--- src/rtl/seg_chk_pkg.sv ---
package seg_chk_pkg;
  localparam int ADDR_W   = 32;
  localparam int LIM_W    = 20;
  localparam int PAGE_SH  = 12;
  localparam int SMALL_W  = 16;
  localparam int SIZE_W   = 2;
  localparam int SPAN_W   = 3;

  typedef enum logic [1:0] {
    ACC_RD  = 2'd0,
    ACC_WR  = 2'd1,
    ACC_EX  = 2'd2,
    ACC_RSV = 2'd3
  } acc_kind_e;

  typedef struct packed {
    logic [ADDR_W-1:0] base;
    logic [LIM_W-1:0]  limit;
    logic              gran;
    logic              big;
    logic              lmode;
    logic              avail;
    logic              present;
    logic [1:0]        dpl;
    logic              user;
    logic              code;
    logic              dir_conf;
    logic              wr_rd;
    logic              accessed;
  } seg_attr_t;
endpackage

--- src/rtl/seg_desc_decode.sv ---
module seg_desc_decode
  import seg_chk_pkg::*;
(
  input  logic [31:0] desc_lo_i,
  input  logic [31:0] desc_hi_i,
  output seg_attr_t   attr_o
);
  always_comb begin
    attr_o.base     = {desc_hi_i[31:24], desc_hi_i[7:0], desc_lo_i[31:16]};
    attr_o.limit    = {desc_hi_i[19:16], desc_lo_i[15:0]};
    attr_o.gran     = desc_hi_i[23];
    attr_o.big      = desc_hi_i[22];
    attr_o.lmode    = desc_hi_i[21];
    attr_o.avail    = desc_hi_i[20];
    attr_o.present  = desc_hi_i[15];
    attr_o.dpl      = desc_hi_i[14:13];
    attr_o.user     = desc_hi_i[12];
    attr_o.code     = desc_hi_i[11];
    attr_o.dir_conf = desc_hi_i[10];
    attr_o.wr_rd    = desc_hi_i[9];
    attr_o.accessed = desc_hi_i[8];
  end
endmodule

--- src/rtl/seg_perm_check.sv ---
module seg_perm_check
  import seg_chk_pkg::*;
(
  input  seg_attr_t  attr_i,
  input  acc_kind_e  kind_i,
  output logic       fault_o
);
  always_comb begin
    fault_o = 1'b0;
    if (!attr_i.user) begin
      fault_o = 1'b1;
    end else if (attr_i.code) begin
      unique case (kind_i)
        ACC_WR:         fault_o = 1'b1;
        ACC_EX:         fault_o = 1'b0;
        ACC_RD, ACC_RSV: fault_o = !attr_i.wr_rd;
        default:        fault_o = 1'b1;
      endcase
    end else begin
      unique case (kind_i)
        ACC_WR:         fault_o = !attr_i.wr_rd;
        ACC_EX:         fault_o = 1'b1;
        ACC_RD, ACC_RSV: fault_o = 1'b0;
        default:        fault_o = 1'b1;
      endcase
    end
  end
endmodule

--- src/rtl/seg_limit_check.sv ---
module seg_limit_check
  import seg_chk_pkg::*;
(
  input  seg_attr_t         attr_i,
  input  logic [ADDR_W-1:0] offset_i,
  input  logic [SIZE_W-1:0] size_i,
  output logic              fault_o
);
  localparam int PAD_W = ADDR_W - LIM_W;
  localparam int HI_W  = ADDR_W - SMALL_W;

  logic [ADDR_W-1:0] eff_lim;
  logic [ADDR_W-1:0] top_bound;
  logic [ADDR_W:0]   last_byte;
  logic [SPAN_W-1:0] span_m1;
  logic              expand_dn, up_ok, dn_ok;

  always_comb begin
    unique case (size_i)
      2'd0:    span_m1 = SPAN_W'(0);
      2'd1:    span_m1 = SPAN_W'(1);
      default: span_m1 = SPAN_W'(3);
    endcase
  end

  // granularity scaling: low bits filled with ones
  assign eff_lim   = attr_i.gran ? {attr_i.limit, {PAGE_SH{1'b1}}}
                                 : {{PAD_W{1'b0}}, attr_i.limit};
  assign top_bound = attr_i.big ? {ADDR_W{1'b1}} : {{HI_W{1'b0}}, {SMALL_W{1'b1}}};
  assign last_byte = {1'b0, offset_i} + {{(ADDR_W+1-SPAN_W){1'b0}}, span_m1};
  assign expand_dn = !attr_i.code && attr_i.dir_conf;
  assign up_ok     = last_byte <= {1'b0, eff_lim};
  assign dn_ok     = (offset_i > eff_lim) && (last_byte <= {1'b0, top_bound});
  assign fault_o   = expand_dn ? !dn_ok : !up_ok;
endmodule

--- src/rtl/seg_access_check.sv ---
module seg_access_check
  import seg_chk_pkg::*;
(
  input  logic              clk_i,
  input  logic              rst_ni,
  input  logic              req_valid_i,
  input  logic [31:0]       desc_lo_i,
  input  logic [31:0]       desc_hi_i,
  input  logic [ADDR_W-1:0] offset_i,
  input  logic [SIZE_W-1:0] size_i,
  input  logic [1:0]        kind_i,
  output logic              rsp_valid_o,
  output logic              ok_o,
  output logic              gp_o,
  output logic              np_o,
  output logic [ADDR_W-1:0] lin_addr_o
);
  seg_attr_t attr;
  logic      perm_fault, lim_fault;
  logic      np_d, gp_d, ok_d;

  seg_desc_decode u_dec (
    .desc_lo_i (desc_lo_i),
    .desc_hi_i (desc_hi_i),
    .attr_o    (attr)
  );

  seg_perm_check u_perm (
    .attr_i  (attr),
    .kind_i  (acc_kind_e'(kind_i)),
    .fault_o (perm_fault)
  );

  seg_limit_check u_lim (
    .attr_i   (attr),
    .offset_i (offset_i),
    .size_i   (size_i),
    .fault_o  (lim_fault)
  );

  // priority: not-present, then type, then range
  assign np_d = !attr.present;
  assign gp_d = attr.present && (perm_fault || lim_fault);
  assign ok_d = attr.present && !perm_fault && !lim_fault;

  always_ff @(posedge clk_i or negedge rst_ni) begin
    if (!rst_ni) begin
      rsp_valid_o <= 1'b0;
      ok_o        <= 1'b0;
      gp_o        <= 1'b0;
      np_o        <= 1'b0;
      lin_addr_o  <= '0;
    end else begin
      rsp_valid_o <= req_valid_i;
      ok_o        <= req_valid_i && ok_d;
      gp_o        <= req_valid_i && gp_d;
      np_o        <= req_valid_i && np_d;
      lin_addr_o  <= (req_valid_i && ok_d) ? attr.base + offset_i : '0;
    end
  end
endmodule

--- config.mk ---
export PLATFORM = sky130hd
export DESIGN_NAME = seg_access_check
export DESIGN_NICKNAME = d
export VERILOG_FILES = /design/src/rtl/seg_chk_pkg.sv /design/src/rtl/seg_desc_decode.sv /design/src/rtl/seg_perm_check.sv /design/src/rtl/seg_limit_check.sv /design/src/rtl/seg_access_check.sv
export SDC_FILE = /design/constraint.sdc
export NUM_CORES = 1
export LEC_CHECK = 0
export BUFFER_PORTS_ARGS = -buffer_cell sky130_fd_sc_hd__buf_2
export CAP_MARGIN = 10
export CORE_UTILIZATION = 50
export DETAILED_ROUTE_END_ITERATION = 8
export PLACE_DENSITY = 0.75
export SYNTH_ARGS = -nofsm -noshare
export SYNTH_HDL_FRONTEND = slang
export SYNTH_SLANG_ARGS = --single-unit
--- constraint.sdc ---
create_clock -name clk_i -period 0.8 [get_ports clk_i]
set_input_delay 0.24 -clock clk_i [delete_from_list [all_inputs] [get_ports clk_i]]
set_output_delay 0.24 -clock clk_i [all_outputs]
set_load 0.01 [all_outputs]
======== Yosys cells after proc, flatten, opt, wreduce, memory -nomap -nowiden ========
Index checks and enable logic that the tools add are counted.
storage, ports and cells
  flip-flop bits (word level) ............. 36
operators by class
  eq/ne operators ......................... 4
  magnitude comparators ................... 3
  mux-type cells .......................... 9
  add/subtract/negate cells ............... 2
  reduce and logical (&&, ||, !) cells .... 19
operators by type and width
  kind                number
  $mux 32             3
  $le 33x32->1        2
  $add 32x2->33       1
  $add 32x32->32      1
  $gt 32x32->1        1
  $logic_and 1x1->1   8
  $logic_not 1->1     7
  $pmux 1 s3          2
  $eq 2x1->1 const B  2
  $eq 2x2->1 const B  2
  $logic_not 2->1     2
  $pmux 2 s2          1
  $mux 1              3
  $reduce_or 2->1     1
  $logic_or 1x1->1    1

======== Depth between registers and ports, before layout ========
Gate-level depths: netlist (run 1).
  word-level depth ........................ 11
  mapped depth ............................ 20

======== By module ========
Synthesis (run 1) repeated with hierarchy kept, for this count alone.
unflattened totals
  cells, all modules ...................... 743
  area total of the unflattened synthesis .. 6023.3 sq um
by module, submodules not included
  module            cells an instance  seq. area each (sq um)  times used  area an instance (sq um)
  seg_access_check  313                900.9                   1           2775.2
  seg_limit_check   357                0.0                     1           2686.3
  seg_desc_decode   64                 0.0                     1           480.5
  seg_perm_check    9                  0.0                     1           81.3

======== Worst setup path before layout (run 1) ========
Ideal clock, no wire load.
  path type ............................... input -> register
  start point ............................. input size_i[1]
  end point ............................... register lin_addr_o[29]
  library setup time ...................... 0.080 ns
  required time ........................... 0.720 ns
  cell stages on the path ................. 20
  setup slack ............................. -3.419 ns
  buffers on the path ..................... 1
  arrival ................................. 4.138 ns
  cells stage by stage .................... or2_2 ha_1 inv_1 fa_1 nand4b_1 or2_2 nor2_1 and2_1 nand2_1 xnor2_1 ha_1 a21o_1 a21oi_1 o21ai_0 a21o_1 a2111o_1 a31oi_1 o211ai_2 buf_6 nor3_2
on the way
  word-level cells in the longest chain between the ends .. 11
ends and longest elaborated chain
  item                                           RTL line                RTL
  start: declaration                             seg_access_check.sv:10  input logic [SIZE_W-1:0] size_i,
  $eq 2x1->1 or $logic_not 2->1 (tied branches)  seg_limit_check.sv:19   unique case (size_i)
  $pmux 2 s2 *                                   seg_limit_check.sv:19
  $add 32x2->33 *                                seg_limit_check.sv:30   assign last_byte = {1'b0, offset_i} + {{(ADDR_W+1-SPAN_W){1'b0}}, span_m1};
  $le 33x32->1                                   seg_limit_check.sv:33   assign dn_ok = (offset_i > eff_lim) && (last_byte <= {1'b0, top_bound});
  $logic_and 1x1->1                              seg_limit_check.sv:33
  $logic_not 1->1                                seg_limit_check.sv:34   assign fault_o = expand_dn ? !dn_ok : !up_ok;
  $mux 1 *                                       seg_limit_check.sv:34
  $logic_not 1->1 *                              seg_access_check.sv:44  assign ok_d = attr.present && !perm_fault && !lim_fault;
  $logic_and 1x1->1 *                            seg_access_check.sv:44
  $logic_and 1x1->1 *                            seg_access_check.sv:58  lin_addr_o <= (req_valid_i && ok_d) ? attr.base + offset_i : '0;
  $mux 32 *                                      seg_access_check.sv:58
  end signal: assignment                         seg_access_check.sv:58
  end: declaration                               seg_access_check.sv:16  output logic [ADDR_W-1:0] lin_addr_o
Every way passes the cells marked *; elsewhere a longest branch is shown, timed or not.

======== Worst setup path after layout (run 1) ========
  start point ............................. input size_i[1]
  end point ............................... register lin_addr_o[12]
The elaborated chain is that of the path after synthesis.

==> results of run 1 <==
-- cell families (layout without fill, tap and decap cells) --
kind of cell | Yosys count | count (layout) | synth area share, %
XOR/XNOR | 52 | 52 | 8.28
flip-flops | 36 | 36 | 16.4
AND/OR/NAND/NOR | 240 | 240 | 22.4
multiplexers | 10 | 10 | 1.82
AO/OA/AOI/OAI | 179 | 179 | 21.1
buffers and inverters | 44 | 399 | 3.21
adder cells (fa/ha/maj) | 117 | 117 | 26.9
-- metrics by stage --
stage | cell area, um^2 | power [uW]
2_1_floorplan | 5540 | 4100
3_3_place_gp | 7990 | 6110
3_5_place_dp | 7990 | 6280
4_1_cts | 8170 | 7540
5_1_grt | 8530 | 8380
6_report | 8530 | 7870
-- state kept, by name, indices dropped and copies added (netlist names) --
register	count
rsp_valid_o	1
np_o	1
gp_o	1
lin_addr_o	32
ok_o	1
-- routing by layer --
metal  global-route usage (%)  routed length [um]  vias up
li1                         -                   -     3246
met1                     43.5                8430     3195
met2                     57.0                9540      331
met3                     1.82                1420       45
met4                     12.2                 627        0
met5                        0                   0        -
-- cells in the mapped netlist (all sizes together) (5+ instances only) --
| library cell | n |
|---|---|
| a21oi | 63 |
| and3 | 12 |
| nand3 | 20 |
| and4 | 10 |
| o211ai | 7 |
| o21bai | 7 |
| inv | 29 |
| clkbuf | 10 |
| a211oi | 5 |
| a31oi | 14 |
| o21a | 7 |
| nand2 | 57 |
| buf | 5 |
| dfrtp | 36 |
| nand2b | 7 |
| xnor2 | 32 |
| mux2i | 10 |
| a21o | 22 |
| xor2 | 20 |
| ha | 115 |
| nand4 | 22 |
| nor3 | 13 |
| and2 | 5 |
| or2 | 5 |
| nor2 | 60 |
| nor4 | 7 |
| o21ai | 21 |
| nor2b | 8 |
-- repair_timing --
action,in CTS,in global routing
gates cloned,0,3
endpoints found under the setup margin,70,70
pin swaps,3,17
hold buffers,1,0
endpoints found under the hold margin,36,0
buffers inserted,1,6
gates resized for setup,18,37
-- where the power goes --
group / leakage (uW) / internal [uW] / total [uW] / switching [uW]
Sequential: 0.000497 / 1860 / 1870 / 10.6
Combinational: 0.00399 / 2350 / 4770 / 2420
Clock: 0.0000410 / 592 / 1230 / 640
Total: 0.00453 / 4800 / 7870 / 3070
-- final cells by class --
cell class | instances | share of cell area (%)
well taps | 136 | 1.99
multi-input cells | 598 | 55.7
inverters | 29 | 1.28
clock inverters | 1 | 0.0586
clock buffers | 6 | 0.850
flip-flops and latches | 36 | 10.6
repair buffers | 363 | 29.5
-- how the worst min path moves through the flow --
| stage | from | endpoint | slack [ns] | depth (start not counted) |
|---|---|---|---|---|
| 2_1_floorplan | rst_ni | gp_o | -0.06 | 0 |
| 3_3_place_gp | rst_ni | lin_addr_o[0] | 0.21 | 2 |
| 3_5_place_dp | rst_ni | lin_addr_o[4] | 0.22 | 2 |
| 4_1_cts | req_valid_i | rsp_valid_o | 0.07 | 1 |
| 5_1_grt | req_valid_i | rsp_valid_o | 0.07 | 1 |
| 6_report | req_valid_i | rsp_valid_o | 0.08 | 1 |
-- worst max-delay path, delay by kind of cell --
kind	cells	cell delay (ns)
xor gates and xnor gates	1	0.20
adders and majority gates	3	0.76
AOI/OAI and AO/OA	6	1.27
and+or+nand+nor	7	1.20
buffers and inverters	4	0.44
==> results.sh, run 1 <==
export IMPL_worst_ep_required_time_ns=1.02
export IMPL_io_pins=139
export IMPL_io_buffers=133
export IMPL_status="finished with violations"
export IMPL_ir_worst_vdd_uv=1270
export IMPL_synth_top_area_share_pct=26.1
export IMPL_fin_hold_ws_ns=0.0793
export IMPL_post_route_period_util_pct=488
export IMPL_setup_ws_ns=-3.11
export IMPL_synth_seq_area_share_pct=16.4
export IMPL_syn_area_mm2=0.00550
export IMPL_slew_viol_final=0
export IMPL_max_freq_mhz=256
export IMPL_yosysUniqueCellTypes=61
export IMPL_hold_viol_final=0
export IMPL_final_cell_mix="buf_4, buf_2, ha_1, a21oi_1, nand2_1"
export IMPL_yosys_area_top_type="ha_1"
export IMPL_place_hpwl_um=16000
export IMPL_fin_cells=1169
export IMPL_critPathArrivalTime_ns=4.13
export IMPL_tightestPinTransition_ns=0.563
export IMPL_critPathLaunchType="input port"
export IMPL_dpl_cell_count=1152
export IMPL_setup_tns_ns=-111.84
export IMPL_violations="setup timing"
export IMPL_end_kind="flip-flop"
export IMPL_synthTopCellsByArea="ha_1, dfrtp_1, a21oi_1"
export IMPL_grt_overflow=0
export IMPL_viasPerCell=5.83
export IMPL_syn_num_nets=898
export IMPL_power_density_mw_per_mm2=922
export IMPL_first_iter_violations=659
export IMPL_grt_usage_pct=33.1
export IMPL_rows=37
export IMPL_min_period_ns=3.91
export IMPL_maxCapViolCount=0
export IMPL_cts_tree="built"
export IMPL_fp_coreArea_mm2=0.0105
export IMPL_fin_util_pct=81.2
export IMPL_async_reset_ff_share_pct=100
export IMPL_ant_nets=0
export IMPL_grt_setup_unrepaired="yes"
export IMPL_drive_gt1_share_pct=40.9
export IMPL_crit_slowest_cell="a2111o_1"
export IMPL_setup_viol=70
export IMPL_critPathMaxFanout=16
export IMPL_path_class="in2reg"
export IMPL_synthFlopType="dfrtp_1"
export IMPL_avgSynthCellArea_um2=8.12
export IMPL_num_antenna_cells=0
export IMPL_wl_per_cell_um=17.1
export IMPL_root_buffer="clkbuf_8"
export IMPL_syn2layout_area_growth_pct=55.1
export IMPL_grt_start_max_net_pins=37
export IMPL_antenna_found_initial=0
export IMPL_multi_input_area_mm2=0.00476
export IMPL_timing_critical_path_to="lin_addr_o[12]"
export IMPL_crit_chain="buf_6 > or2_4 > ha_4 > inv_2 > fa_2 > nand4b_1 > or2_4 > nor2_4 > and2_4 > xor2_2 > ha_1 > a21o_1 > a21o_1 > a21oi_1 > nor3_1 > a2111o_1 > a31oi_4 > o211ai_4 > buf_12 > clkbuf_16 > nor2_1"
export IMPL_grt_pass1_wl_um=30200
export IMPL_ctsLongestPathBuffers=2
export IMPL_numCtsBuffers=5
export IMPL_grt_pass1_vias=6467
export IMPL_die_height_um=107
export IMPL_die_area_mm2=0.0114
export IMPL_crit_start="size_i[1]"
export IMPL_ys_seq_elements=36
export IMPL_fp_dieW_um=107
export IMPL_h_tree_depth=2
export IMPL_synth_edff_count=0
export IMPL_syn_inst=678
export IMPL_post_place_ws_ns=-3.48
export IMPL_hold_path_class="in2reg"
export IMPL_fillers=707
export IMPL_initial_core_util_pct=52.4
export IMPL_drt_wl_total_um=20000
export IMPL_place_congestion=0.956
export IMPL_final_common_cell="buf_4"
export IMPL_drc=0
export IMPL_detailedRoute_firstPassIterationCount=5
export IMPL_critPathMaxStageDelay_ns=0.43
export IMPL_vias=6817
export IMPL_leakage_uw=0.00453
export IMPL_final_seq_area_um2=901
export IMPL_max_slew_margin_pct=61.5
export IMPL_cts_sinks=36
export IMPL_clk_pin_slew_worst_paths_ns=0.07
export IMPL_yosys_warnings=0
export IMPL_nets=1253
(Power assumes the default switching activity.)
==> run 2, diff against run 1 <==
--- a/config.mk
+++ b/config.mk
@@ -7,9 +7,9 @@
 export LEC_CHECK = 0
 export BUFFER_PORTS_ARGS = -buffer_cell sky130_fd_sc_hd__buf_2
 export CAP_MARGIN = 10
-export CORE_UTILIZATION = 50
+export CORE_UTILIZATION = 40
 export DETAILED_ROUTE_END_ITERATION = 8
-export PLACE_DENSITY = 0.75
+export PLACE_DENSITY = 0.61
 export SYNTH_ARGS = -nofsm -noshare
 export SYNTH_HDL_FRONTEND = slang
 export SYNTH_SLANG_ARGS = --single-unit
==> results.sh, run 2 (synthesis results as in run 1) <==
export IMPL_status="finished with violations"
export IMPL_violations="setup timing"
export IMPL_seq_power_share_pct=21.6
export IMPL_slew_viol_final=0
export IMPL_post_route_period_util_pct=477
export IMPL_hold_viol_final=0
export IMPL_ir_worst_vdd_uv=786
export IMPL_grt_usage_pct=28.4
export IMPL_max_freq_mhz=262
export IMPL_min_period_ns=3.81
export IMPL_place_congestion=1.01
export IMPL_largest_register_ffs=32
export IMPL_initial_core_util_pct=41.2
export IMPL_cts_tree="built"
export IMPL_hold_path_class="in2reg"
export IMPL_ctsLongestPathBuffers=2
export IMPL_grt_pass1_vias=6702
export IMPL_nets=1264
export IMPL_p_int_uw=5560
export IMPL_critPathLaunchType="input port"
export IMPL_drt_wl_total_um=20000
export IMPL_grt_pass1_wl_um=32000
export IMPL_vias=6706
export IMPL_root_buffer="clkbuf_16"
export IMPL_post_place_ws_ns=-3.42
export IMPL_detailedRoute_firstPassIterationCount=5
export IMPL_tightestPinTransition_ns=0.431
export IMPL_path_class="in2reg"
export IMPL_drive_gt1_share_pct=42.8
export IMPL_syn2layout_area_growth_pct=59.4
export IMPL_grt_overflow=0
export IMPL_first_iter_violations=397
export IMPL_viasPerCell=5.49
export IMPL_cts_sinks=36
export IMPL_maxCapViolCount=0
export IMPL_crit_start="size_i[1]"
export IMPL_grt_setup_unrepaired="yes"
export IMPL_h_tree_depth=2
export IMPL_io_pins=139
export IMPL_die_area_mm2=0.0142
export IMPL_antenna_found_initial=1
export IMPL_numCtsBuffers=5
export IMPL_power_switching_uw=3130
export IMPL_dpl_cell_count=1201
export IMPL_grt_start_max_net_pins=37
export IMPL_setup_viol=70
export IMPL_place_hpwl_um=16700
export IMPL_fin_hold_ws_ns=0.0890
export IMPL_fp_coreArea_mm2=0.0133
export IMPL_worst_ep_required_time_ns=0.98
export IMPL_power_density_mw_per_mm2=991
export IMPL_setup_ws_ns=-3.01
export IMPL_clk_pin_slew_worst_paths_ns=0.06
export IMPL_ant_nets=0
export IMPL_fp_dieW_um=119
export IMPL_leakage_uw=0.00460
export IMPL_pwr_share_comb_pct=55.2
export IMPL_power_switching_share_pct=36.0
export IMPL_wl_per_cell_um=16.4
export IMPL_critPathArrivalTime_ns=3.99
export IMPL_die_height_um=119
export IMPL_worst_hold_startpoint="req_valid_i"
export IMPL_drc=0
export IMPL_power_frac_clock_pct=23.2
export IMPL_rows=42
export IMPL_io_buffers=133
export IMPL_final_cell_mix="buf_4, buf_2, ha_1, a21oi_1, nand2_1"
export IMPL_fin_util_pct=65.7
export IMPL_regMostFlops="lin_addr_o"
export IMPL_critPathMaxFanout=8
export IMPL_final_common_cell="buf_4"
export IMPL_setup_tns_ns=-108.88
export IMPL_max_slew_margin_pct=70.5
export IMPL_fin_cells=1221
export IMPL_end_kind="flip-flop"
[run 2: cell count changes in the layout (fill, tap and decap cells not counted), sizes merged]
cell,change
clkbuf,-2
clkinv,-1
diode,+1
buf,+14
[run 2: metrics by stage]
| stage | power, uW | area, um^2 |
|---|---|---|
| 5_1_grt | 9230 | 8770 |
| 2_1_floorplan | 4100 | 5540 |
| 3_3_place_gp | 6190 | 8110 |
| 6_report | 8690 | 8770 |
| 4_1_cts | 8570 | 8660 |
| 3_5_place_dp | 6350 | 8110 |
[run 2: cell type report]
cell class | count | area (um^2)
multi-input combinational | 598 | 4780
sequential | 36 | 901
timing repair buffer | 374 | 2610
fill | 1159 | 4580
clock buffer | 7 | 153
antenna | 1 | 2.50
tap | 176 | 220
inverter | 29 | 109
[run 2: worst max-delay path: stages]
cell and delay [ns]:
buf_6 0.07, or2_4 0.11, ha_4 0.13, inv_2 0.04, fa_2 0.35, nand4b_1 0.24, or2_4 0.30, nor2_4 0.10
and2_4 0.20, nand2_4 0.08, xnor2_4 0.15, ha_1 0.31, nand3_1 0.10, or4_4 0.49, o211ai_1 0.24, a21oi_2 0.13
o211ai_4 0.33, buf_12 0.17, buf_16 0.14, nor2_1 0.05
[run 2: what timing repair did]
action / in CTS / in global routing
endpoints found under the hold margin: 36 / 0
pin swaps: 11 / 16
gates cloned: 4 / 0
hold buffers: 1 / 0
resized for setup: 46 / 23
setup buffers: 5 / 2
setup endpoints to repair: 70 / 70
[run 2: worst paths after layout]
kind                       slack, ns              to  cells after the start
worst max-delay path           -3.01  lin_addr_o[23]                     20
min in group asynchronous       0.44   lin_addr_o[1]                      3
worst min-delay path            0.09     rsp_valid_o                      1
max in group asynchronous       0.18  lin_addr_o[25]                      3
[run 2: routing by layer]
layer / routed length (um) / track usage [%] / vias up
met1: 8550 / 35.0 / 3113
met5: 0 / 0 / -
met2: 9500 / 49.1 / 252
met3: 1150 / 3.26 / 55
met4: 824 / 13.3 / 0
li1: - / - / 3286
[run 2: power by group through the flow]
stage / logic, uW / registers [uW] / clock network, uW
after floorplan: 2160 / 1930 / 0
after global placement: 4280 / 1910 / 0
after detailed placement: 4440 / 1910 / 0
after CTS: 4670 / 1880 / 2030
after global routing: 5260 / 1880 / 2090
final: 4800 / 1880 / 2020
